### src/rtl/rst_status_pkg.sv
`timescale 1ns/1ps
package rst_status_pkg;
  localparam int NSRC = 7;
  localparam int SRC_LVD = 0;
  localparam int SRC_EXT = 1;
  localparam int SRC_LOL = 2;
  localparam int SRC_LOC = 3;
  localparam int SRC_WDG = 4;
  localparam int SRC_CHK = 5;
  localparam int SRC_SW  = 6;

  localparam int ST_POR_BIT  = 0;
  localparam int ST_SRC_LSB  = 1;
  localparam int ST_BOOT_BIT = 8;

  localparam int CTL_SSR_BIT  = 31;
  localparam int CTL_CRE_LSB  = 14;
  localparam int CTL_LOCK_BIT = 7;

  typedef struct packed {
    logic            ctlWr;
    logic            swFire;
    logic            bootCap;
    logic            anyAck;
    logic [NSRC-1:0] ackVec;
  } strobe_t;
endpackage

### src/rtl/rst_status_ctl.sv
`timescale 1ns/1ps
module rst_status_ctl
  import rst_status_pkg::*;
#(
  parameter int ADDR_W = 8,
  parameter int DATA_W = 32,
  parameter int NCORE  = 2,
  parameter logic [ADDR_W-1:0] CTRL_OFS = 8'h10
) (
  input  logic              clk,
  input  logic              porRst_n,
  input  logic              sysRst_n,
  input  logic              wrEn,
  input  logic [ADDR_W-1:0] wrAddr,
  input  logic [DATA_W-1:0] wrData,
  input  logic              lvdReq,
  input  logic              extReq,
  input  logic              lolReq,
  input  logic              locReq,
  input  logic              wdgReq,
  input  logic [NCORE-1:0]  chkReq,
  input  logic [NCORE-1:0]  chkEn,
  input  logic              lockQ,
  output strobe_t           strb,
  output logic              swPulse
);
  logic            ctlHit;
  logic            swFire;
  logic            sysRstQ;
  logic [NSRC-1:0] reqVec;
  logic [NSRC-1:0] ackVec;

  assign ctlHit = wrEn && sysRst_n && (wrAddr == CTRL_OFS);
  assign swFire = ctlHit && wrData[CTL_SSR_BIT] && !lockQ;

  always_comb begin
    reqVec          = '0;
    reqVec[SRC_LVD] = lvdReq;
    reqVec[SRC_EXT] = extReq;
    reqVec[SRC_LOL] = lolReq;
    reqVec[SRC_LOC] = locReq;
    reqVec[SRC_WDG] = wdgReq;
    reqVec[SRC_CHK] = |(chkReq & chkEn);
    reqVec[SRC_SW]  = swPulse;
  end

  // lowest index has highest priority
  always_comb begin
    ackVec = '0;
    for (int i = NSRC - 1; i >= 0; i--) begin
      if (reqVec[i]) begin
        ackVec    = '0;
        ackVec[i] = 1'b1;
      end
    end
  end

  always_ff @(posedge clk or negedge porRst_n) begin
    if (!porRst_n) begin
      sysRstQ <= 1'b0;
      swPulse <= 1'b0;
    end else begin
      sysRstQ <= sysRst_n;
      swPulse <= sysRst_n ? swFire : 1'b0;
    end
  end

  always_comb begin
    strb.ctlWr   = ctlHit;
    strb.swFire  = swFire;
    strb.bootCap = sysRst_n && !sysRstQ;
    strb.anyAck  = |reqVec;
    strb.ackVec  = ackVec;
  end

  p_sw_single_r5: assert property (@(posedge clk) disable iff (!porRst_n)
    swPulse |=> !swPulse);
  p_lock_blocks_sw_r8: assert property (@(posedge clk) disable iff (!porRst_n)
    (ctlHit && lockQ) |=> !swPulse);
endmodule

### src/rtl/rst_status_dp.sv
`timescale 1ns/1ps
module rst_status_dp
  import rst_status_pkg::*;
#(
  parameter int ADDR_W = 8,
  parameter int DATA_W = 32,
  parameter int NCORE  = 2,
  parameter logic [ADDR_W-1:0] STAT_OFS = 8'h0C,
  parameter logic [ADDR_W-1:0] CTRL_OFS = 8'h10
) (
  input  logic              clk,
  input  logic              porRst_n,
  input  strobe_t           strb,
  input  logic [DATA_W-1:0] wrData,
  input  logic [ADDR_W-1:0] rdAddr,
  input  logic              bootPin,
  output logic [DATA_W-1:0] rdData,
  output logic [NCORE-1:0]  chkEn,
  output logic              lockQ
);
  logic              porFlag;
  logic [NSRC-1:1]   srcFlags;
  logic              bootReg;
  logic [DATA_W-1:0] stWord;
  logic [DATA_W-1:0] ctWord;

  always_ff @(posedge clk or negedge porRst_n) begin
    if (!porRst_n) begin
      porFlag  <= 1'b1;
      srcFlags <= '0;
    end else if (strb.ackVec[SRC_LVD]) begin
      porFlag  <= 1'b1;
      srcFlags <= '0;
    end else if (strb.anyAck) begin
      srcFlags <= strb.ackVec[NSRC-1:1];
      if (!strb.ackVec[SRC_EXT]) porFlag <= 1'b0;
    end
  end

  always_ff @(posedge clk or negedge porRst_n) begin
    if (!porRst_n) begin
      chkEn <= '1;
      lockQ <= 1'b0;
    end else if (strb.ackVec[SRC_LVD]) begin
      chkEn <= '1;
      lockQ <= 1'b0;
    end else if (strb.ctlWr) begin
      chkEn <= wrData[CTL_CRE_LSB +: NCORE];
      lockQ <= lockQ | wrData[CTL_LOCK_BIT];
    end
  end

  always_ff @(posedge clk or negedge porRst_n) begin
    if (!porRst_n)         bootReg <= 1'b0;
    else if (strb.bootCap) bootReg <= bootPin;
  end

  always_comb begin
    stWord                              = '0;
    stWord[ST_POR_BIT]                  = porFlag;
    stWord[ST_SRC_LSB +: NSRC-1]        = srcFlags;
    stWord[ST_BOOT_BIT]                 = bootReg;
    ctWord                              = '0;
    ctWord[CTL_CRE_LSB +: NCORE]        = chkEn;
    ctWord[CTL_LOCK_BIT]                = lockQ;
    if (rdAddr == STAT_OFS)      rdData = stWord;
    else if (rdAddr == CTRL_OFS) rdData = ctWord;
    else                         rdData = '0;
  end

  p_one_src_r2: assert property (@(posedge clk) disable iff (!porRst_n)
    $onehot0(srcFlags));
  p_lock_sticky_r7: assert property (@(posedge clk) disable iff (!porRst_n)
    (lockQ && !strb.ackVec[SRC_LVD]) |=> lockQ);
  p_cre_hold_r6: assert property (@(posedge clk) disable iff (!porRst_n)
    (!strb.ctlWr && !strb.ackVec[SRC_LVD]) |=> $stable(chkEn));
  p_chk_enabled_r4: assert property (@(posedge clk) disable iff (!porRst_n)
    strb.ackVec[SRC_CHK] |-> (chkEn != '0));
  p_boot_hold_r9: assert property (@(posedge clk) disable iff (!porRst_n)
    !strb.bootCap |=> $stable(bootReg));
endmodule

### src/rtl/rst_status_ctrl.sv
`timescale 1ns/1ps
module rst_status_ctrl
  import rst_status_pkg::*;
#(
  parameter int ADDR_W = 8,
  parameter int DATA_W = 32,
  parameter int NCORE  = 2,
  parameter logic [ADDR_W-1:0] STAT_OFS = 8'h0C,
  parameter logic [ADDR_W-1:0] CTRL_OFS = 8'h10
) (
  input  logic              clk,
  input  logic              porRst_n,
  input  logic              sysRst_n,
  input  logic              lvdReq,
  input  logic              extReq,
  input  logic              lolReq,
  input  logic              locReq,
  input  logic              wdgReq,
  input  logic [NCORE-1:0]  chkReq,
  input  logic              bootPin,
  input  logic              wrEn,
  input  logic [ADDR_W-1:0] wrAddr,
  input  logic [DATA_W-1:0] wrData,
  input  logic [ADDR_W-1:0] rdAddr,
  output logic [DATA_W-1:0] rdData,
  output logic              swRstReq,
  output logic [NCORE-1:0]  chkEnOut
);
  strobe_t    strb;
  logic [NCORE-1:0] chkEn;
  logic       lockQ;

  rst_status_ctl #(.ADDR_W(ADDR_W), .DATA_W(DATA_W), .NCORE(NCORE), .CTRL_OFS(CTRL_OFS)) u_ctl (
    .clk(clk), .porRst_n(porRst_n), .sysRst_n(sysRst_n),
    .wrEn(wrEn), .wrAddr(wrAddr), .wrData(wrData),
    .lvdReq(lvdReq), .extReq(extReq), .lolReq(lolReq), .locReq(locReq),
    .wdgReq(wdgReq), .chkReq(chkReq), .chkEn(chkEn), .lockQ(lockQ),
    .strb(strb), .swPulse(swRstReq)
  );

  rst_status_dp #(.ADDR_W(ADDR_W), .DATA_W(DATA_W), .NCORE(NCORE),
                  .STAT_OFS(STAT_OFS), .CTRL_OFS(CTRL_OFS)) u_dp (
    .clk(clk), .porRst_n(porRst_n), .strb(strb), .wrData(wrData),
    .rdAddr(rdAddr), .bootPin(bootPin), .rdData(rdData),
    .chkEn(chkEn), .lockQ(lockQ)
  );

  assign chkEnOut = chkEn;
endmodule

### config.mk
export PLATFORM = sky130hd
export DESIGN_NAME = rst_status_ctrl
export DESIGN_NICKNAME = d
export VERILOG_FILES = /design/src/rtl/rst_status_pkg.sv /design/src/rtl/rst_status_ctl.sv /design/src/rtl/rst_status_dp.sv /design/src/rtl/rst_status_ctrl.sv
export SDC_FILE = /design/constraint.sdc
export NUM_CORES = 1
export LEC_CHECK = 0
export CORE_UTILIZATION = 29
export CTS_CLUSTER_DIAMETER = 40
export DETAILED_ROUTE_END_ITERATION = 10
export HOLD_SLACK_MARGIN = 0.1
export PLACE_DENSITY_LB_ADDON = 0.1
export SYNTH_ARGS = -nofsm -noshare
export SYNTH_HDL_FRONTEND = slang
export SYNTH_SLANG_ARGS = --single-unit
### constraint.sdc
create_clock -name clk -period 2.65 [get_ports clk]
set_clock_uncertainty 0.2 [all_clocks]
set_input_delay 0.265 -clock clk [delete_from_list [all_inputs] [get_ports clk]]
set_output_delay 0.265 -clock clk [all_outputs]
set_load 0.03 [all_outputs]
==> results by group, run 1 <==
Setup path
  – CP peak stage delay: 560 ps
  – CP max stage cell: or4_4
  – Max Fanout on Critical Path: 3
  – Setup crit end kind: output pin
  – Critical Path AT: 2020 ps
  – Worst endpoint required time: 2180 ps
  – Kind of critical path: input port to output pin
  – Crit path max-delay family: simple AND/OR/NAND/NOR gates
  – Worst path bufs/invs: 2
  – Setup crit start kind: input port
  – Crit-path cells: clkdlybuf4s50_1, or4_4, nor4_2, and2_1, buf_4

STA
  – # setup viols final: 0
  – Setup_tns: 0 ps
  – Minimum clock period: 2480 ps
  – Fmax: 403 MHz
  – Worst slew pin tran: 615 ps
  – Final Max Tran Viols: 0
  – Setup repair after global routing missed its margin: false
  – Rel. slew slack: 58.9%
  – Period utilization: 93.7%
  – Worst hold margin: 177 ps
  – Final Hold Viols: 0
  – Worst setup margin: 168 ps

Global routing
  – Total grt overflow: 0
  – Total GRT Usage: 13.2%
  – Number of global-route vias before repair: 724
  – Antenna violations before repair: 0
  – Largest net degree at the start of global routing: 14
  – First-pass GRT wire length: 3220 um

Placement
  – Inst Count DP: 161
  – Post-DP HPWL: 1570 um
  – Pre-CTS WS: 174 ps
  – IO Port Bufs: 45
  – Final Wtd Congestion: 0.666
  – Placed Area: 1210 um^2

Power
  – Sequential Power Share: 47.1%
  – Gate power share: 25.7%
  – PD cells: 359 nW/um^2
  – Pleak: 0.572 nW
  – Total power: 0.444 mW
  – Maximum vdd drop: 0.229 mV
  – Internal power: 0.315 mW
  – Clk pwr share: 27.2%
  – Switch Pwr: 0.128 mW
  – Switching Fraction: 28.9%

Synthesis
  – Yosys cell types: 32
  – Synth Flop Type: dfrtp_1
  – Top cells by area, synth: dfrtp_1 30%, buf_4 19%, dfstp_2 9.4%
  – Post-Syn Area: 836 um^2
  – Synth top cells by count: 21 x buf_4, 11 x and2_1, 10 x dfrtp_1
  – Synth Register Bits: 13
  – Top-count cell post-synth: buf_4
  – EDFF count, synth: 0
  – Area fraction of the dominant cell type after synthesis: 29.9%
  – Post-synth ARST share: 100%
  – Ys Warns: 0
  – Sequential-to-total area share from yosys stat: 39.4%
  – Yosys top cell by area: dfrtp_1
  – Mean post-synth cell area: 9.61 um^2
  – Gate Count Post-Synth: 87

Final layout
  – Final non-filler cell total: 165
  – Antenna Cells: 0
  – Final core utilization: 45.3%
  – Post-route cell area: 1240 um^2
  – Final net count: 195
  – Area grow syn2layout: 48.1%
  – Layout cell share with drive strength beyond 1: 16.4%

Routing
  – Final wirelength: 1820 um
  – Number of DRC markers after the initial detailed-route iteration: 15
  – Vias per inst: 4.32
  – Wire per inst: 11.0 um
  – Drt pass-1 iters: 4
  – DR DRC count: 0
  – Antenna viol nets, final: 0
  – Vias: 713

CTS
  – Clock Path Buffers: 2
  – Postcts setup bufs: 0
  – Clock Tree Root: clkbuf_4
  – TritonCTS clock tree: built
  – Clock transition at the registers of the reported paths: 80 ps
  – Post-CTS sizing: 0
  – H-tree lvl count: 1
  – Clk sinks: 13
  – Skew-Pair Late Insertion Delay: 270 ps
  – Hold buffer count at CTS: 0
  – TritonCTS Buffers: 3

Floorplan
  – Initial Util: 30.6%
  – Die H: 55.7 um
  – Chip Width: 55.7 um
  – # IOs: 95
  – Site Rows: 19
  – Die ar.: 3100 um^2
  – Core Area: 2730 um^2

Worst hold path
  – Worst min-delay path class: input port to async pin

Job
  – Max Cap Viol: 0

Status
  – Status: completed
cells by family (layout without fill, tap and decap cells):
logic type      after synthesis  count (layout)  synth area share [%]
compound gates               10              10                  8.68
buf+inv                      24              51                  20.2
flops                        13              13                  39.4
mux                           3               3                  3.74
other cells                   1              21                 0.449
simple gates                 36              36                  27.5
layer usage:
metal,part of all wire [%],vias up,global-route usage [%]
li1,-,351,-
met1,43,325,17.0
met2,50,35,22.0
met3,5.9,2,2.09
met4,0.66,0,5.36
met5,0,-,0
final timing paths:
| path | cells past startpoint | slack, ps | start | to |
|---|---|---|---|---|
| max | 5 | 170 | rdAddr[7] | rdData[14] |
| min in group clk | 1 | 260 | u_dp.lockQ | u_ctl.swPulse |
| min reg2reg | 1 | 260 | u_dp.lockQ | u_ctl.swPulse |
| max in group asynchronous | 1 | 1680 | porRst_n | u_dp.srcFlags[3] |
| min | 1 | 180 | porRst_n | u_ctl.sysRstQ |
| max reg2reg | 3 | 1180 | u_dp.chkEn[0] | u_dp.srcFlags[1] |
layout make-up:
class	instances	area, um^2
Tap cell	31	38.8
Clock buffer	4	26.3
Multi-Input combinational cell	70	413
Fill cell	281	1500
Inverter	2	7.51
Timing Repair Buffer	45	423
Sequential cell	13	329
sequential cells by signal, indices dropped and copies added (netlist names):
| name | count |
|---|---|
| u_dp.lockQ | 1 |
| u_dp.chkEn | 2 |
| u_dp.bootReg | 1 |
| u_dp.porFlag | 1 |
| u_ctl.sysRstQ | 1 |
| u_dp.srcFlags | 6 |
| u_ctl.swPulse | 1 |
cell usage in the layout (no fill, tap or decap):
cell,netlist,final
nor4_1,1,1
conb_1,1,21
or4_4,1,1
mux2i_1,2,2
nor4b_1,1,1
clkdlybuf4s50_1,0,34
nor4_2,1,1
nor4bb_1,1,1
a221oi_1,1,1
nand2b_1,2,2
nor2b_1,1,1
and2_1,11,11
clkbuf_1,1,1
o2bb2ai_1,1,1
o21ai_0,1,1
nor3b_1,1,1
o22a_1,1,1
nor3_1,2,2
a21oi_1,2,2
a31oi_1,1,1
mux2_2,1,1
and3_1,1,1
nor2_1,7,7
nand3_1,1,1
nor4_4,1,1
nand2_1,3,3
a22oi_1,1,1
clkbuf_4,0,3
or2_2,1,1
inv_1,2,2
buf_4,21,11
a22o_1,2,2
dfstp_2,3,3
dfrtp_1,10,10
worst reg2reg max path, cell delays in order (launching register included):
cell and delay, ps:
dfstp_2 400, a221oi_1 400, and3_1 270, a22o_1 140
power by group through the flow:
stage | Combinational, mW | Clock [mW] | Sequential, mW
floorplan | 0.0819 | 0 | 0.212
global placement | 0.113 | 0 | 0.212
detailed placement | 0.114 | 0 | 0.213
CTS | 0.115 | 0.128 | 0.209
global route | 0.123 | 0.137 | 0.210
finish | 0.114 | 0.121 | 0.209
Note: power is estimated with default switching activity, not from simulation.
==> run 2: changes to the inputs <==
--- a/config.mk
+++ b/config.mk
@@ -9,7 +9,7 @@
 export CTS_CLUSTER_DIAMETER = 40
 export DETAILED_ROUTE_END_ITERATION = 10
 export HOLD_SLACK_MARGIN = 0.1
-export PLACE_DENSITY_LB_ADDON = 0.1
+export PLACE_DENSITY = 0.95
 export SYNTH_ARGS = -nofsm -noshare
 export SYNTH_HDL_FRONTEND = slang
 export SYNTH_SLANG_ARGS = --single-unit
==> constraint.sdc (replaced) <==
create_clock -name clk -period 2.65 [get_ports clk]
set_clock_uncertainty 0.2 [all_clocks]
set_input_delay 0.53 -clock clk [delete_from_list [all_inputs] [get_ports clk]]
set_output_delay 0.53 -clock clk [all_outputs]
set_load 0.03 [all_outputs]
==> run 2 against run 1 <==
Non-clock buffer count rose by 1; via count shrank 0.84%; power down 0.22%; cell area rose by 5.2%; combinational power is essentially flat; count of clock-buffer cells in the layout did not move; fmax down 4.9%; largest power group unchanged; flip-flop and latch count is the same.
==> results by group, run 2 (synthesis gave the netlist of run 1 again) <==
Status
  – Status: completed

Routing
  – DR DRC count: 0 (unchanged)
  – Drt pass-1 iters: 4 (unchanged)
  – Antenna viol nets, final: 0 (unchanged)
  – Vias: 707 (-0.84%)
  – Number of DRC markers after the initial detailed-route iteration: 8 (-7)
  – Final wirelength: 1850 um (+1.8%)
  – Wire per inst: 11.2 um (+1.2%)
  – Vias per inst: 4.26 (-1.4%)

CTS
  – Skew-Pair Late Insertion Delay: 270 ps (about the same)
  – Clock transition at the registers of the reported paths: 80 ps (about the same)
  – Hold buffer count at CTS: 0 (unchanged)
  – Clock Tree Root: clkbuf_4
  – TritonCTS Buffers: 3 (unchanged)
  – Clock Path Buffers: 2 (unchanged)
  – TritonCTS clock tree: built
  – Postcts setup bufs: 0 (unchanged)
  – Clk sinks: 13 (unchanged)
  – H-tree lvl count: 1 (unchanged)

STA
  – Final Max Tran Viols: 0 (unchanged)
  – Fmax: 383 MHz (-4.9%)
  – Final Hold Viols: 0 (unchanged)
  – Setup_tns: 0 ps (unchanged)
  – Period utilization: 98.5% (+4.8 points)
  – Setup repair after global routing missed its margin: false
  – # setup viols final: 0 (unchanged)
  – Rel. slew slack: 63.3% (+4.5 points)
  – Worst slew pin tran: 548 ps (-66.8 ps)
  – Worst hold margin: 254 ps (+76.9 ps)
  – Minimum clock period: 2610 ps (+127 ps)

Final layout
  – Max reg flops: 6 (unchanged)
  – Most common cell after layout, fill and taps aside: clkdlybuf4s50_1
  – Antenna Cells: 0 (unchanged)
  – Final net count: 196 (+0.51%)
  – Final core utilization: 47.6% (+2.3 points)
  – Post-route cell area: 1300 um^2 (+5.2%)
  – Top flop regs: u_dp.srcFlags x6, u_dp.chkEn x2
  – Area grow syn2layout: 55.7%
  – Largest Register: u_dp.srcFlags
  – Most frequent cells in the layout: 30 x clkdlybuf4s50_1, 21 x conb_1, 10 x dfrtp_1
  – Layout cell share with drive strength beyond 1: 23.0% (+6.5 points)

Floorplan
  – Chip Width: 55.7 um (unchanged)
  – Site Rows: 19 (unchanged)
  – # IOs: 95 (unchanged)
  – Initial Util: 30.6% (unchanged)
  – Core Area: 2730 um^2 (unchanged)
  – Die ar.: 3100 um^2 (unchanged)
  – Die H: 55.7 um (unchanged)

Setup path
  – Crit-path cells: dlygate4sd2_1, or4_4, nor4_4, buf_4, and2_4, buf_6
  – RR Endpoint: u_dp.srcFlags[2]
  – FF-to-FF Start: u_dp.chkEn[0]
  – Setup crit end kind: output pin
  – Setup crit start kind: input port
  – CP peak stage delay: 520 ps (-40 ps)
  – Kind of critical path: input port to output pin
  – Critical Path AT: 1880 ps (-140 ps)
  – R2R Setup Slk: 1180 ps (about the same)
  – CP max stage cell: or4_4
  – Max Fanout on Critical Path: 8 (+5)
  – Worst endpoint required time: 1920 ps (-260 ps)
  – Worst r2r path cells: 3 (unchanged)

Worst hold path
  – Worst min-delay path class: flip-flop to flip-flop
  – Hold path depth: 1
  – Hold EP: u_ctl.swPulse
  – HP Start: u_dp.lockQ

Job
  – Max Cap Viol: 0 (unchanged)

Global routing
  – Total grt overflow: 0 (unchanged)
  – Number of global-route vias before repair: 676 (-6.6%)
  – Antenna violations before repair: 0 (unchanged)
  – Largest net degree at the start of global routing: 14 (unchanged)
  – Total GRT Usage: 12.2% (-0.99 points)
  – First-pass GRT wire length: 2860 um (-11%)

Placement
  – Final Wtd Congestion: 0.734 (+10%)
  – Post-DP HPWL: 1570 um (+0.20%)
  – IO Port Bufs: 45 (unchanged)
  – Placed Area: 1220 um^2 (+0.62%)

Power
  – Pleak: 0.601 nW (+5.1%)
  – Total power: 0.443 mW (-0.22%)
  – PD cells: 340 nW/um^2 (-5.1%)
  – Maximum vdd drop: 0.181 mV (-21%)
run 2: changes by cell type in the layout (fill, tap and decap cells not counted), sizes merged:
cell,previous run,this run
buf,11,12
clkdlybuf4s15,0,2
clkdlybuf4s50,34,30
dlygate4sd2,0,2
run 2: how the worst max path moves through the flow:
stage / from / to / depth (start not counted)
2_1_floorplan: rdAddr[7] / rdData[0] / 3
3_3_place_gp: rdAddr[7] / rdData[2] / 6
3_5_place_dp: rdAddr[7] / rdData[2] / 6
4_1_cts: rdAddr[1] / rdData[1] / 6
5_1_grt: rdAddr[1] / rdData[1] / 6
6_report: rdAddr[1] / rdData[1] / 6
run 2: power by group:
group	leakage [nW]	switching (mW)	total, mW	internal [mW]
sequential	0.165	0.00337	0.210	0.206
clock	0.0150	0.0606	0.119	0.0582
combinational	0.421	0.0646	0.114	0.0496
run 2: worst max-delay path: cells and delay by family:
kind                   cells  cell delay, ps
buffers and inverters      3             540
and+or+nand+nor            3             810
run 2: cell type report:
class                      instances  area, um^2
fill                             270        1430
timing repair buffer              46         458
clock buffer                       4        26.3
tap                               31        38.8
inverter                           2        7.51
multi-input combinational         70         442
sequential                        13         329
run 2: through the flow:
step                      worst slack [ps]  std cells
final                                 40.9        166
after global routing                  1.26        166
after CTS                             25.0        166
after detailed placement              -265        162
after global placement                -255        162
after floorplan                        205        107
run 2: repair_timing:
| item | 4_1_cts | 5_1_grt |
|---|---|---|
| hold endpoints to repair | 0 | 0 |
| endpoints found under the setup margin | 11 | 4 |
| gates resized for setup | 23 | 0 |
| pin swaps | 4 | 1 |
run 2: metal layers:
metal / vias up / global-route usage [%] / share of wire, %
li1: 354 / - / -
met1: 320 / 13.3 / 37
met2: 33 / 22.2 / 55
met3: 0 / 3.02 / 8.0
met4: 0 / 5.36 / 0
met5: - / 0 / 0
==> run 3: changes to the inputs <==
--- a/config.mk
+++ b/config.mk
@@ -8,6 +8,7 @@
 export CORE_UTILIZATION = 29
 export CTS_CLUSTER_DIAMETER = 40
 export DETAILED_ROUTE_END_ITERATION = 10
+export GPL_ROUTABILITY_DRIVEN = 1
 export HOLD_SLACK_MARGIN = 0.1
 export PLACE_DENSITY = 0.95
 export SYNTH_ARGS = -nofsm -noshare
==> results of run 3 <==
Same layout as run 2: the final DEF is identical, and so are final timing and power.
